### src/rtl/rail_life_pkg.sv
package rail_life_pkg;

    // One-hot supply sequencer states
    typedef enum logic [6:0] {
        CHARGE_SLOW      = 7'b0000001,
        CHARGE_FAST      = 7'b0000010,
        SOFTSTART        = 7'b0000100,
        RUN              = 7'b0001000,
        FAULT_DISCHARGE1 = 7'b0010000,
        FAULT_DISCHARGE2 = 7'b0100000,
        LATCHED          = 7'b1000000
    } seq_state_e;

endpackage

### src/rtl/rail_life_ramp.sv
// Soft-start step generator: counts time-base ticks while enabled.
module rail_life_ramp #(
    parameter int STEPS  = 8,
    parameter int TICKS  = 16,
    parameter int STEP_W = 3
) (
    input  logic              clk,
    input  logic              rst_n,
    input  logic              en,
    input  logic              tick,
    output logic [STEP_W-1:0] step,
    output logic              done
);
    localparam int CNT_W = (TICKS > 1) ? $clog2(TICKS) : 1;
    localparam logic [CNT_W-1:0]  CNT_LAST  = CNT_W'(TICKS - 1);
    localparam logic [STEP_W-1:0] STEP_LAST = STEP_W'(STEPS - 1);

    logic [CNT_W-1:0] tick_cnt;
    logic             step_edge;

    assign step_edge = en && tick && (tick_cnt == CNT_LAST);
    assign done      = step_edge && (step == STEP_LAST);

    always_ff @(posedge clk or negedge rst_n) begin
        if (!rst_n) begin
            tick_cnt <= '0;
            step     <= '0;
        end else if (!en) begin
            tick_cnt <= '0;
            step     <= '0;
        end else if (tick) begin
            if (tick_cnt == CNT_LAST) begin
                tick_cnt <= '0;
                if (step != STEP_LAST) step <= step + 1'b1;
            end else begin
                tick_cnt <= tick_cnt + 1'b1;
            end
        end
    end
endmodule

### src/rtl/rail_life_relatch.sv
// Startup-path hysteresis used while parked in the latched state.
module rail_life_relatch (
    input  logic clk,
    input  logic rst_n,
    input  logic active,
    input  logic below_restart,
    input  logic above_on,
    output logic hv_on
);
    always_ff @(posedge clk or negedge rst_n) begin
        if (!rst_n)             hv_on <= 1'b0;
        else if (!active)       hv_on <= 1'b0;
        else if (below_restart) hv_on <= 1'b1;
        else if (above_on)      hv_on <= 1'b0;
    end
endmodule

### src/rtl/rail_life_seq.sv
module rail_life_seq
    import rail_life_pkg::*;
#(
    parameter int SS_STEPS          = 8,
    parameter int SS_TICKS_PER_STEP = 16,
    localparam int STEP_W           = (SS_STEPS > 1) ? $clog2(SS_STEPS) : 1
) (
    input  logic              clk,
    input  logic              rst_n,
    input  logic              tick,
    input  logic              rail_lt_short,
    input  logic              rail_gt_on,
    input  logic              rail_lt_uvlo,
    input  logic              rail_lt_stop,
    input  logic              rail_lt_restart,
    input  logic              rail_lt_unlatch,
    input  logic              fault_req,
    input  logic              latch_mode,
    output logic              hv_start_en,
    output logic              hv_cur_hi,
    output logic              sw_en,
    output logic              ss_active,
    output logic [STEP_W-1:0] ss_step,
    output logic              prot_reset
);
    localparam logic [STEP_W-1:0] STEP_FULL = STEP_W'(SS_STEPS - 1);

    seq_state_e        state_q, state_d;
    logic              reset_d;
    logic              ramp_done;
    logic [STEP_W-1:0] ramp_step;
    logic              latch_hv;

    rail_life_ramp #(
        .STEPS (SS_STEPS),
        .TICKS (SS_TICKS_PER_STEP),
        .STEP_W(STEP_W)
    ) u_ramp (
        .clk  (clk),
        .rst_n(rst_n),
        .en   (state_q == SOFTSTART),
        .tick (tick),
        .step (ramp_step),
        .done (ramp_done)
    );

    rail_life_relatch u_relatch (
        .clk          (clk),
        .rst_n        (rst_n),
        .active       (state_q == LATCHED),
        .below_restart(rail_lt_restart),
        .above_on     (rail_gt_on),
        .hv_on        (latch_hv)
    );

    // Next-state decision
    always_comb begin
        state_d = state_q;
        reset_d = 1'b0;
        unique case (state_q)
            CHARGE_SLOW: begin
                if (!rail_lt_short) state_d = CHARGE_FAST;
            end
            CHARGE_FAST: begin
                if (rail_lt_short)   state_d = CHARGE_SLOW;
                else if (rail_gt_on) state_d = SOFTSTART;
            end
            SOFTSTART, RUN: begin
                if (fault_req)
                    state_d = latch_mode ? LATCHED : FAULT_DISCHARGE1;
                else if (rail_lt_uvlo)
                    state_d = FAULT_DISCHARGE1;
                else if ((state_q == SOFTSTART) && ramp_done)
                    state_d = RUN;
            end
            FAULT_DISCHARGE1: begin
                if (rail_lt_stop) state_d = FAULT_DISCHARGE2;
            end
            FAULT_DISCHARGE2: begin
                if (rail_lt_restart) begin
                    state_d = CHARGE_SLOW;
                    reset_d = 1'b1;
                end
            end
            LATCHED: begin
                if (rail_lt_unlatch) begin
                    state_d = CHARGE_SLOW;
                    reset_d = 1'b1;
                end
            end
            default: state_d = CHARGE_SLOW;
        endcase
    end

    // State register
    always_ff @(posedge clk or negedge rst_n) begin
        if (!rst_n) begin
            state_q    <= CHARGE_SLOW;
            prot_reset <= 1'b0;
        end else begin
            state_q    <= state_d;
            prot_reset <= reset_d;
        end
    end

    // Output decode
    always_comb begin
        hv_start_en = 1'b0;
        hv_cur_hi   = 1'b0;
        sw_en       = 1'b0;
        ss_active   = 1'b0;
        ss_step     = '0;
        unique case (state_q)
            CHARGE_SLOW: hv_start_en = 1'b1;
            CHARGE_FAST: begin
                hv_start_en = 1'b1;
                hv_cur_hi   = 1'b1;
            end
            SOFTSTART: begin
                sw_en     = 1'b1;
                ss_active = 1'b1;
                ss_step   = ramp_step;
            end
            RUN: begin
                sw_en   = 1'b1;
                ss_step = STEP_FULL;
            end
            FAULT_DISCHARGE1, FAULT_DISCHARGE2: begin
                sw_en = 1'b0;
            end
            LATCHED: begin
                hv_start_en = latch_hv;
                hv_cur_hi   = latch_hv;
            end
            default: sw_en = 1'b0;
        endcase
    end
endmodule

### config.mk
export PLATFORM = sky130hd
export DESIGN_NAME = rail_life_seq
export DESIGN_NICKNAME = d
export VERILOG_FILES = /design/src/rtl/rail_life_pkg.sv /design/src/rtl/rail_life_ramp.sv /design/src/rtl/rail_life_relatch.sv /design/src/rtl/rail_life_seq.sv
export SDC_FILE = /design/constraint.sdc
export NUM_CORES = 1
export LEC_CHECK = 0
export BUFFER_PORTS_ARGS = -buffer_cell sky130_fd_sc_hd__buf_4
export CAP_MARGIN = 15
export CORE_ASPECT_RATIO = 1.4
export CORE_MARGIN = 10
export CORE_UTILIZATION = 31
export CTS_BUF_LIST = sky130_fd_sc_hd__clkbuf_4
export CTS_CLUSTER_SIZE = 28
export DETAILED_ROUTE_END_ITERATION = 8
export GPL_ROUTABILITY_DRIVEN = 0
export GPL_TIMING_DRIVEN = 0
export HOLD_SLACK_MARGIN = 0.02
export PLACE_DENSITY = 0.49
export SLEW_MARGIN = 10
export SYNTH_ARGS = -nofsm -noshare
export SYNTH_HDL_FRONTEND = slang
export SYNTH_SLANG_ARGS = --single-unit
### constraint.sdc
create_clock -name clk -period 2.45 [get_ports clk]
set_clock_uncertainty 0.1 [all_clocks]
set_input_delay 0.49 -clock clk [delete_from_list [all_inputs] [get_ports clk]]
set_output_delay 0.49 -clock clk [all_outputs]
set_load 0.02 [all_outputs]
After elaboration in Yosys (flattened, before gate mapping)
Index checks and enable logic that the tools add are counted.

Register bits: 16. Bits of input ports: 11. Word-level logic and storage cells: 64. Output and inout port bits: 8.

Multiplexer cells: 29. Reduce and logical (&&, ||, !) cells: 8. Add/sub/neg operators: 2. Equal/unequal tests: 20.

Operators by type and width (count): $mux 7 (10); $pmux 7 s6 (1); $ne 2x2->1 const B (7); $mux 3 (4); $mux 4 (3); $ne 3x3->1 const B (3); $eq 7x1->1 const B (1); $eq 7x2->1 const B (1); $eq 7x3->1 const B (1); $eq 7x4->1 const B (1); $eq 7x5->1 const B (1); $eq 7x6->1 const B (1); $eq 7x7->1 const B (1); $mux 1 (7); $pmux 1 s2 (3); $pmux 3 s2 (1); $reduce_and 6->1 (1); $add 4x1->4 const B (1); $eq 4x4->1 const B (1); $logic_and 1x1->1 (4); $ne 4x1->1 const B (1); $reduce_or 2->1 (2); $add 3x1->3 const B (1); $eq 3x3->1 const B (1); $reduce_and 3->1 (1).

Logic depth before layout (Yosys ltp)
Gate-level depths: netlist of the first run.

Word-level depth: 9. Depth in mapped cells: 6. Mapped depth without buffers: 6.

By module
From an unflattened synthesis of the first run, not the netlist that was laid out.

Cell total of the unflattened synthesis: 120. Area total of the unflattened synthesis: 1184.9 um^2.

Modules (own cells, without submodules): rail_life_seq (cells each 79, area each 738.2 um^2, seq. area each 201.4 um^2, instances 1); rail_life_ramp (cells each 38, area each 400.4 um^2, seq. area each 175.2 um^2, instances 1); rail_life_relatch (cells each 3, area each 46.3 um^2, seq. area each 25.0 um^2, instances 1).

Worst setup path before layout of the first run
OpenSTA, ideal clock, no wires.

Path kind: register to output. Start point: reg state_q[5]. End point: out hv_start_en. Arrival time: 1388 ps. Required time: 1860 ps. Setup slack: 472 ps. Path buffers: 1. Cell stages (with the launch flop): 5. Cell sequence: dfrtp_1 > buf_6 > nor3_2 > nand2_1 > o21ai_0.

Cells in the longest elaborated chain, start to end: 3. Elaborated cells on any way between the ends: 5.

Ends and longest elaborated chain: start: declaration (line rail_life_seq.sv:28) `seq_state_e state_q, state_d;`; start signal: assignment (line rail_life_seq.sv:101) `state_q <= state_d;`; $eq 7x2->1 / $eq 7x1->1 (equally long branches) (line rail_life_seq.sv:113) `unique case (state_q)`; $reduce_or 2->1 (no source line); $pmux 1 s2 * (line rail_life_seq.sv:113); end: declaration (line rail_life_seq.sv:19) `output logic hv_start_en,`.

Mark *: on every way between the ends. The rest lies on a longest branch, timed or not.

Final worst setup path of the first run
Start point: reg state_q[4]. End point: out sw_en.

Cells in the longest elaborated chain, start to end: 3. Elaborated cells on any way between the ends: 4.

Ends and longest elaborated chain: $eq 7x4->1 / $eq 7x3->1 (equally long branches) (line rail_life_seq.sv:113); $reduce_or 2->1 (no source line) *; $mux 1 * (line rail_life_seq.sv:113); end: declaration (line rail_life_seq.sv:21) `output logic sw_en,`.

Marks and branches as above.

==> summary.md, run 1 <==
| Metric | Value |
|---|---|
| Number of synthesized flops with an enable pin | 0 |
| Largest cells by area after synthesis | dfrtp_1, nor2_1, nand2_1 |
| Site row count | 24 |
| Post-DRT Antenna Nets | 0 |
| Post-Syn Area | ~980 µm² |
| Layout cells sized above 1 | 0.216 |
| Slowest-stage cell, CP | dfrtp_1 |
| Total GRT Usage | 0.0847 |
| Worst Setup SP | state_q[4]$_DFFE_PN0P_ |
| Pwr Density | between 500 and 600 mW/mm² |
| H-Tree Depth | 1 |
| Post-synth top cells | dfrtp_1, nor2_1, nand2_1, inv_1, nand3_1 |
| Largest net degree at the start of global routing | 17 |
| Total Negative Setup Slacks | 0 ns |
| Clk_lat worst skew | a little under 0.3 ns |
| Synthesized net count | around 130 |
| First-pass GRT wire length | 3.93 mm |
| Cells after synthesis | 111 |
| Die Width | roughly 67 µm |
| Stages on worst setup path | 5 |
| Synth Warn # | 0 |
| Buf/Inv on CP | 2 |
| Synth top area share | 0.384 |
| Crit-path leading delay family | simple AND/OR/NAND/NOR gates |
| CTS sink cnt | 16 |
| Synth Flop Type | dfrtp_1 |
| WL per Instance | about 14 µm |
| Fin crit share | 0.937 |
| Library cells used by synthesis | 35 |
| Die area | between 0.005 and 0.006 mm² |
| Final HPWL DP | between 1.5 and 2 mm |
| Setup crit start kind | register |
| Crit-path cells | nor3_4, nand2_1, a21o_1, inv_1, buf_4 |
| Vias in the first global route | 916 |
| Max Cap Viol | 0 |
| DRT Wirelength | 2.37 mm |
| CP max stage delay | between 0.4 and 0.5 ns |
| Root Buffer Master | clkbuf_4 |
| Core area | ~0.003 mm² |
| DRC Markers | 0 |
| Diode count | 0 |
| Ys async rst share | 1.00 |
| Seq/Total Area, Yosys | 0.410 |
| Final hold violations | 0 |
| WP data required | ~1.9 ns |
| Area Growth Syn to Fin | 24.3% |
| Fmax | ~440 MHz |
| FF-to-FF Start | state_q[4]$_DFFE_PN0P_ |
| Final min period | 2.30 ns |
| Via-to-Cell Ratio | roughly 5.2 |
| R2R depth | 5 |
| TritonCTS clock tree | built |
| Status | complete, no violations |
| WS Path Type | reg -> out |
| Critical path endpoint category | output pin |
| Vias | roughly 900 |
| Rel. slew slack | 0.719 |
| Syn avg cell area | just under 9 µm² |
| PortBufs | 18 |
| Gr ovfl total | 0 |
| # IOs | 19 |
| Worst-Margin Slew | between 0.4 and 0.5 ns |
| Clock Path Buffers | 2 |
| Largest area contributor in the netlist | dfrtp_1 |
| Hold Path Class | in -> reg |
| Starting density of the core | 0.319 |
| Initial antenna violation count | 0 |
| Min-Delay Path Depth | 2 |
| Die Y | about 86 µm |
| HP Start | rail_gt_on |
| CP Max Fanout | 7 |
| P_leak | 0.560 nW |
| Final setup violation count | 0 |
| Unrepaired setup endpoints after global routing | false |
| Total power | 0.717 mW |
| Inserted Clock Buffers | 3 |
| WP data arrival | between 1.5 and 2 ns |
| Yosys reg bits | 16 |
| Initial drt markers | 25 |
| Slew Viols, Final | 0 |
| Clock transition at path regs | about 0.090 ns |
| Post-CTS Setup Bufs | 0 |
| Post-layout nets | around 150 |
| Maximum vdd drop | about 0.46 mV |
| DRT Pass-1 Iters | 4 |
[stage by stage]
| step | std cells | util | hold WS (ns) | cell area, µm² | setup slack [ns] |
|---|---|---|---|---|---|
| after floorplan | 111 | - | 0.0944 | 978 | 0.472 |
| after global placement | 168 | 0.379 | 0.267 | 1160 | 0.336 |
| after detailed placement | 168 | 0.379 | 0.265 | 1160 | 0.352 |
| after CTS | 173 | 0.391 | 0.268 | 1200 | 0.0217 |
| after global routing | 173 | 0.397 | 0.257 | 1220 | 0.0114 |
| final | 173 | 0.397 | 0.273 | 1220 | 0.154 |
[path summary, 6_finish.rpt]
| kind | slack, ns | to |
|---|---|---|
| max | 0.15 | sw_en |
| min | 0.27 | state_q[1]$_DFFE_PN0P_ |
| max reg2reg | 0.78 | state_q[1]$_DFFE_PN0P_ |
| min reg2reg | 0.43 | u_relatch.hv_on$_DFFE_PN0P_ |
| max in group asynchronous | 1.51 | state_q[0]$_DFFE_PN1P_ |
| min in group asynchronous | 0.49 | u_ramp.tick_cnt[3]$_DFFE_PN0P_ |
[cell families (layout without fill, tap and decap cells)]
logic type,count (synthesis),count (layout),synth area share
AO/OA/AOI/OAI,25,25,0.179
XOR/XNOR,2,2,0.0179
adder cells (fa/ha/maj),3,3,0.0384
buffers and inverters,9,32,0.0499
flip-flops,16,16,0.410
multiplexers,3,3,0.0307
AND/OR/NAND/NOR,53,53,0.274
[layer usage]
layer / track usage / wire [µm] / share of wire
met1: 0.0940 / 998 / 0.42
met2: 0.141 / 1200 / 0.50
met3: 0.0258 / 129 / 0.054
met4: 0.0393 / 44 / 0.019
met5: 0 / 0 / 0
[repair_timing]
| action | CTS | global route |
|---|---|---|
| endpoints found under the setup margin | 0 | 3 |
| resized for setup | 0 | 3 |
| endpoints found under the hold margin | 15 | 0 |
| hold buffers | 1 | 0 |
[layout make-up]
class	count	area, µm²
Buffer	2	22.5
Inverter	7	26.3
Fill cell	333	1850
Multi-Input combinational cell	86	546
Tap cell	39	48.8
Sequential cell	16	402
Clock inverter	1	3.75
Timing Repair Buffer	19	145
Clock buffer	3	22.5
[sequential cells by signal (all words and copies together) (netlist names)]
signal           cells
u_relatch.hv_on      1
prot_reset           1
u_ramp.step          3
state_q              7
u_ramp.tick_cnt      4
[placed cells by master (no fill, tap or decap), types with 3 or more instances in the layout]
cell type	n
inv_1	7
o21ai_0	4
nand3_1	5
nor3_1	3
nor4b_1	3
buf_4	18
nor2_1	15
a21oi_1	5
dfrtp_1	15
nor2b_1	3
mux2i_1	3
clkbuf_4	3
nand2_1	13
ha_1	3
[worst reg2reg max path: stages, from the launching register on]
cell	delay, ns
dfrtp_1	0.48
nor4b_1	0.43
nor3_1	0.12
o22ai_2	0.17
o21bai_1	0.17
o22ai_1	0.10
[report_power, final]
group	total, mW	leakage, nW	switching, mW	internal, mW
Combinational	0.253	0.327	0.149	0.104
Sequential	0.321	0.218	0.0310	0.290
Clock	0.144	0.0154	0.0847	0.0592
Total	0.717	0.560	0.264	0.453
Note: power is estimated with default switching activity, not from simulation.
==> inputs of run 2 (changes only) <==
==> constraint.sdc (replaced) <==
create_clock -name clk -period 2.45 [get_ports clk]
set_clock_uncertainty 0.1 [all_clocks]
set_input_delay 0.1225 -clock clk [delete_from_list [all_inputs] [get_ports clk]]
set_output_delay 0.1225 -clock clk [all_outputs]
set_load 0.02 [all_outputs]
==> summary.md, run 2 (same netlist as run 1, synthesis figures left out) <==
| Metric | Value |
|---|---|
| Unrepaired setup endpoints after global routing | false |
| DRT Pass-1 Iters | 4 |
| Diode count | 0 |
| Final setup violation count | 0 |
| Slowest-stage cell, CP | dlygate4sd3_1 |
| R2R Path End | state_q[6]$_DFFE_PN0P_ |
| WS Path Type | reg -> reg |
| Sequential cell area | roughly 400 µm² |
| Fin crit share | 0.871 |
| Multi-input gate area | about 530 µm² |
| Die Width | about 67 µm |
| Rel. slew slack | 0.621 |
| Starting density of the core | 0.319 |
| Post-DP Area | 0.00116 mm² |
| Worst-Margin Slew | approximately 0.56 ns |
| TritonCTS clock tree | built |
| WP data arrival | between 2 and 2.5 ns |
| Area Growth Syn to Fin | 27.6% |
| HP Start | rail_lt_stop |
| Crit-path cells | buf_6, nor3_2, nand2_1, a21o_1, o22ai_1, dlygate4sd3_1 |
| Buf/Inv on CP | 2 |
| Clock transition at path regs | 0.09 ns |
| Core area | 0.00306 mm² |
| Status | complete, no violations |
| Crit-path leading delay family | buffers and inverters |
| Via-to-Cell Ratio | 5.08 |
| Initial antenna violation count | 0 |
| First-pass GRT wire length | between 4 and 5 mm |
| Vias | 905 |
| Initial drt markers | 31 |
| Most common cell after layout, fill and taps aside | buf_4 |
| Largest registers | state_q x7, u_ramp.tick_cnt x4, u_ramp.step x3 |
| Setup crit start kind | register |
| P_leak | around 0.58 nW |
| Die Y | 86.5 µm |
| DRC Markers | 0 |
| Largest reg by FF count | state_q |
| Inserted Clock Buffers | 3 |
| Worst hold endpoint | state_q[4]$_DFFE_PN0P_ |
| # IOs | 19 |
| Largest net degree at the start of global routing | 17 |
| Hold Path Class | in -> reg |
| H-Tree Depth | 1 |
| R2R depth | 6 |
| Clk_lat worst skew | roughly 0.28 ns |
| FF-to-FF Start | state_q[5]$_DFFE_PN0P_ |
| Site row count | 24 |
| PortBufs | 18 |
| CP max stage delay | about 0.57 ns |
| Maximum vdd drop | 0.450 mV |
| Final min period | 2.13 ns |
| Layout cells sized above 1 | 0.194 |
| Cell area after layout | approximately 0.0012 mm² |
| Total Negative Setup Slacks | 0 ns |
| Post-DRT Antenna Nets | 0 |
| Final HPWL DP | roughly 1.9 mm |
| WL per Instance | 13.2 µm |
| Critical path endpoint category | register |
| Post-CTS Setup Bufs | 0 |
| Max reg flops | 7 |
| Most frequent cells in the layout | buf_4, nor2_1, dfrtp_1 |
| Clock Path Buffers | 2 |
| Die area | ~0.0058 mm² |
| Min-Delay Path Depth | 4 |
| CP Max Fanout | 10 |
| Total power | 0.711 mW |
| Root Buffer Master | clkbuf_4 |
| Gr ovfl total | 0 |
| FF-to-FF setup slack | 0.32 ns |
| CTS sink cnt | 16 |
| Total GRT Usage | 0.0860 |
| Max Cap Viol | 0 |
| DRT Wirelength | approximately 2.3 mm |
| Fill cells | around 330 |
| Final hold violations | 0 |
| WP data required | 2.57 ns |
| Slew Viols, Final | 0 |
| Vias in the first global route | a little over 900 |
| Pwr Density | 569 mW/mm² |
| Fmax | approximately 470 MHz |
| Post-layout nets | approximately 150 |
## run 2: cell types whose count changed in the layout (fill, tap and decap cells not counted), sizes merged
| cell | previous run | this run |
|---|---|---|
| dlygate4sd3 | 1 | 6 |
## run 2: routing by layer
| layer | wire, µm | track usage |
|---|---|---|
| met5 | 0 | 0 |
| met4 | 23 | 0.0393 |
| met3 | 107 | 0.0220 |
| met2 | 1200 | 0.144 |
| met1 | 1010 | 0.0977 |
## run 2: worst max path at each step
stage / slack [ns] / from / end / depth (start not counted)
detailed placement: 0.65 / state_q[5]$_DFFE_PN0P_ / u_ramp.tick_cnt[3]$_DFFE_PN0P_ / 4
floorplan: 0.84 / state_q[5]$_DFFE_PN0P_ / hv_start_en / 4
finish: 0.32 / state_q[5]$_DFFE_PN0P_ / state_q[6]$_DFFE_PN0P_ / 6
global placement: 0.70 / state_q[2]$_DFFE_PN0P_ / hv_start_en / 4
CTS: 0.30 / state_q[5]$_DFFE_PN0P_ / state_q[6]$_DFFE_PN0P_ / 6
global route: 0.17 / state_q[5]$_DFFE_PN0P_ / state_q[6]$_DFFE_PN0P_ / 6
## run 2: final cells by class
cell class,instances,share of cell area
inverter,7,0.0210
sequential,16,0.322
tap,39,0.0391
timing repair buffer,24,0.156
clock buffer,3,0.0180
buffer,2,0.0180
multi-input combinational,86,0.423
clock inverter,1,0.00301
## run 2: power breakdown
group | internal, mW | switching (mW) | leakage, nW
clock | 0.0590 | 0.0824 | 0.0154
sequential | 0.290 | 0.0273 | 0.218
combinational | 0.105 | 0.147 | 0.345
## run 2: repair_timing
item,in CTS,in global routing
setup endpoints to repair,0,0
hold endpoints to repair,21,0
hold buffers,6,0
gates resized for setup,0,0
## run 2: through the flow
stage          utilization  instances  hold WS [ns]  setup slack, ns
6_report             0.408        178        0.0396            0.316
5_1_grt              0.408        178        0.0731            0.174
4_1_cts              0.408        178        0.0384            0.297
3_5_place_dp         0.379        168        -0.102            0.654
3_3_place_gp         0.379        168        -0.101            0.704
2_1_floorplan            -        111        -0.273            0.840
## run 2: worst min-delay path, cell delays in order
cell and delay (ns):
buf_4 0.08, nor4b_1 0.04, nand2_1 0.05, o21ai_0 0.08
==> inputs of run 3 (changes only) <==
--- a/config.mk
+++ b/config.mk
@@ -7,6 +7,8 @@
 export LEC_CHECK = 0
 export BUFFER_PORTS_ARGS = -buffer_cell sky130_fd_sc_hd__buf_4
 export CAP_MARGIN = 15
+export CELL_PAD_IN_SITES_DETAIL_PLACEMENT = 2
+export CELL_PAD_IN_SITES_GLOBAL_PLACEMENT = 2
 export CORE_ASPECT_RATIO = 1.4
 export CORE_MARGIN = 10
 export CORE_UTILIZATION = 31
@@ -16,7 +18,7 @@
 export GPL_ROUTABILITY_DRIVEN = 0
 export GPL_TIMING_DRIVEN = 0
 export HOLD_SLACK_MARGIN = 0.02
-export PLACE_DENSITY = 0.49
+export PLACE_DENSITY = 0.74
 export SLEW_MARGIN = 10
 export SYNTH_ARGS = -nofsm -noshare
 export SYNTH_HDL_FRONTEND = slang
==> summary.md, run 3 (same netlist as run 1, synthesis figures left out) <==
| Metric | Value |
|---|---|
| Hold Path Class | in -> reg |
| Post-layout nets | about 150 |
| First-pass GRT wire length | 5.31 mm |
| H-Tree Depth | 1 |
| Max Cap Viol | 0 |
| DRC Markers | 0 |
| Vias in the first global route | 1082 |
| CTS sink cnt | 16 |
| Via-to-Cell Ratio | between 5 and 6 |
| Clk_lat worst skew | about 0.29 ns |
| WL per Instance | approximately 17 µm |
| Worst-Margin Slew | between 0.6 and 0.7 ns |
| Root Buffer Master | clkbuf_4 |
| Final setup violation count | 0 |
| Initial antenna violation count | 0 |
| Total Negative Setup Slacks | 0 ns |
| PortBufs | 18 |
| DRT Wirelength | approximately 3.0 mm |
| Inserted Clock Buffers | 3 |
| Final HPWL DP | roughly 2.5 mm |
| Core area | roughly 0.003 mm² |
| DRT Pass-1 Iters | 3 |
| Final Core Density | 0.404 |
| WP data required | approximately 2.2 ns |
| Slew Viols, Final | 0 |
| Fmax | ~470 MHz |
| Status | complete, no violations |
| Clock transition at path regs | approximately 0.10 ns |
| Layout Cells excl Fill | approximately 180 |
| Most common cell after layout, fill and taps aside | buf_4 |
| Die Y | between 80 and 90 µm |
| FF-to-FF setup slack | about 0.63 ns |
| Area Growth Syn to Fin | 26.6% |
| Largest reg by FF count | state_q |
| Post-DP Area | approximately 0.0012 mm² |
| Pwr Density | ~590 mW/mm² |
| Most frequent cells in the layout | buf_4, nor2_1, dfrtp_1 |
| Total GRT Usage | 0.119 |
| Critical path endpoint category | output pin |
| Diode count | 0 |
| Largest net degree at the start of global routing | 17 |
| Total power | roughly 0.73 mW |
| Maximum vdd drop | 0.295 mV |
| Starting density of the core | 0.319 |
| CP Max Fanout | 7 |
| Gr ovfl total | 0 |
| Fin worst setup slack | 0.340 ns |
| WS Path Type | reg -> out |
| Fin crit share | 0.861 |
| Final min period | around 2.1 ns |
| P_leak | ~0.57 nW |
| Final hold violations | 0 |
| Setup crit start kind | register |
| Initial drt markers | 11 |
| Dpl ws | ~0.6 ns |
| Max reg flops | 7 |
| Post-DRT Antenna Nets | 0 |
| Largest registers | state_q x7, u_ramp.tick_cnt x4, u_ramp.step x3 |
| Hold Worst Slack | between 0.04 and 0.05 ns |
| Cell area after layout | between 0.001 and 0.0015 mm² |
| TritonCTS clock tree | built |
| Vias | 930 |
| Layout cells sized above 1 | 0.196 |
| Die Width | between 60 and 70 µm |
| Clock Path Buffers | 2 |
| Site row count | 24 |
| Unrepaired setup endpoints after global routing | false |
| WP data arrival | between 1.5 and 2 ns |
| # IOs | 19 |
| Die area | between 0.005 and 0.006 mm² |
| Placed cell count | approximately 170 |
| Rel. slew slack | 0.559 |
[run 3: cell count changes in the layout (fill, tap and decap cells not counted)]
cell           before  now
dlygate4sd3_1       6    5
[run 3: path summary, 6_finish.rpt]
kind | start | to | depth (start not counted)
setup / recovery | state_q[2]$_DFFE_PN0P_ | hv_start_en | 4
hold / removal | latch_mode | state_q[6]$_DFFE_PN0P_ | 3
setup reg to reg | state_q[5]$_DFFE_PN0P_ | state_q[1]$_DFFE_PN0P_ | 6
hold reg to reg | u_relatch.hv_on$_DFFE_PN0P_ | u_relatch.hv_on$_DFFE_PN0P_ | 2
max in group asynchronous | rst_n | state_q[0]$_DFFE_PN1P_ | 2
min in group asynchronous | rst_n | state_q[1]$_DFFE_PN0P_ | 2
[run 3: critical path: stages, from the launching register on]
cell	delay (ns)
dfrtp_1	0.47
nor4_1	0.62
nand4_1	0.20
o21ai_0	0.13
buf_4	0.17
[run 3: layout make-up]
type / instances / area [µm²]
plain buffers: 2 / 22.5
clock buffers: 3 / 22.5
clock inverters: 1 / 3.75
fillers: 362 / 1820
inverters: 7 / 26.3
multi-input cells: 86 / 528
flip-flops and latches: 16 / 402
well taps: 39 / 48.8
repair buffers: 23 / 185
[run 3: power breakdown]
part	total, mW	internal, mW	switching [mW]
clock	0.152	0.0593	0.0930
combinational	0.263	0.105	0.158
sequential	0.314	0.289	0.0244
[run 3: routing by layer]
| metal | part of all wire | vias to the layer above | track usage |
|---|---|---|---|
| met1 | 0.39 | 456 | 0.120 |
| li1 | - | 456 | - |
| met2 | 0.56 | 14 | 0.215 |
| met3 | 0.037 | 4 | 0.0271 |
| met4 | 0.015 | 0 | 0.0618 |
| met5 | 0 | - | 0 |
[run 3: repair_timing]
item | 4_1_cts | 5_1_grt
hold buffers | 5 | 0
endpoints found under the setup margin | 0 | 0
buffers inserted | 0 | 0
hold endpoints to repair | 21 | 0
resized for setup | 0 | 0
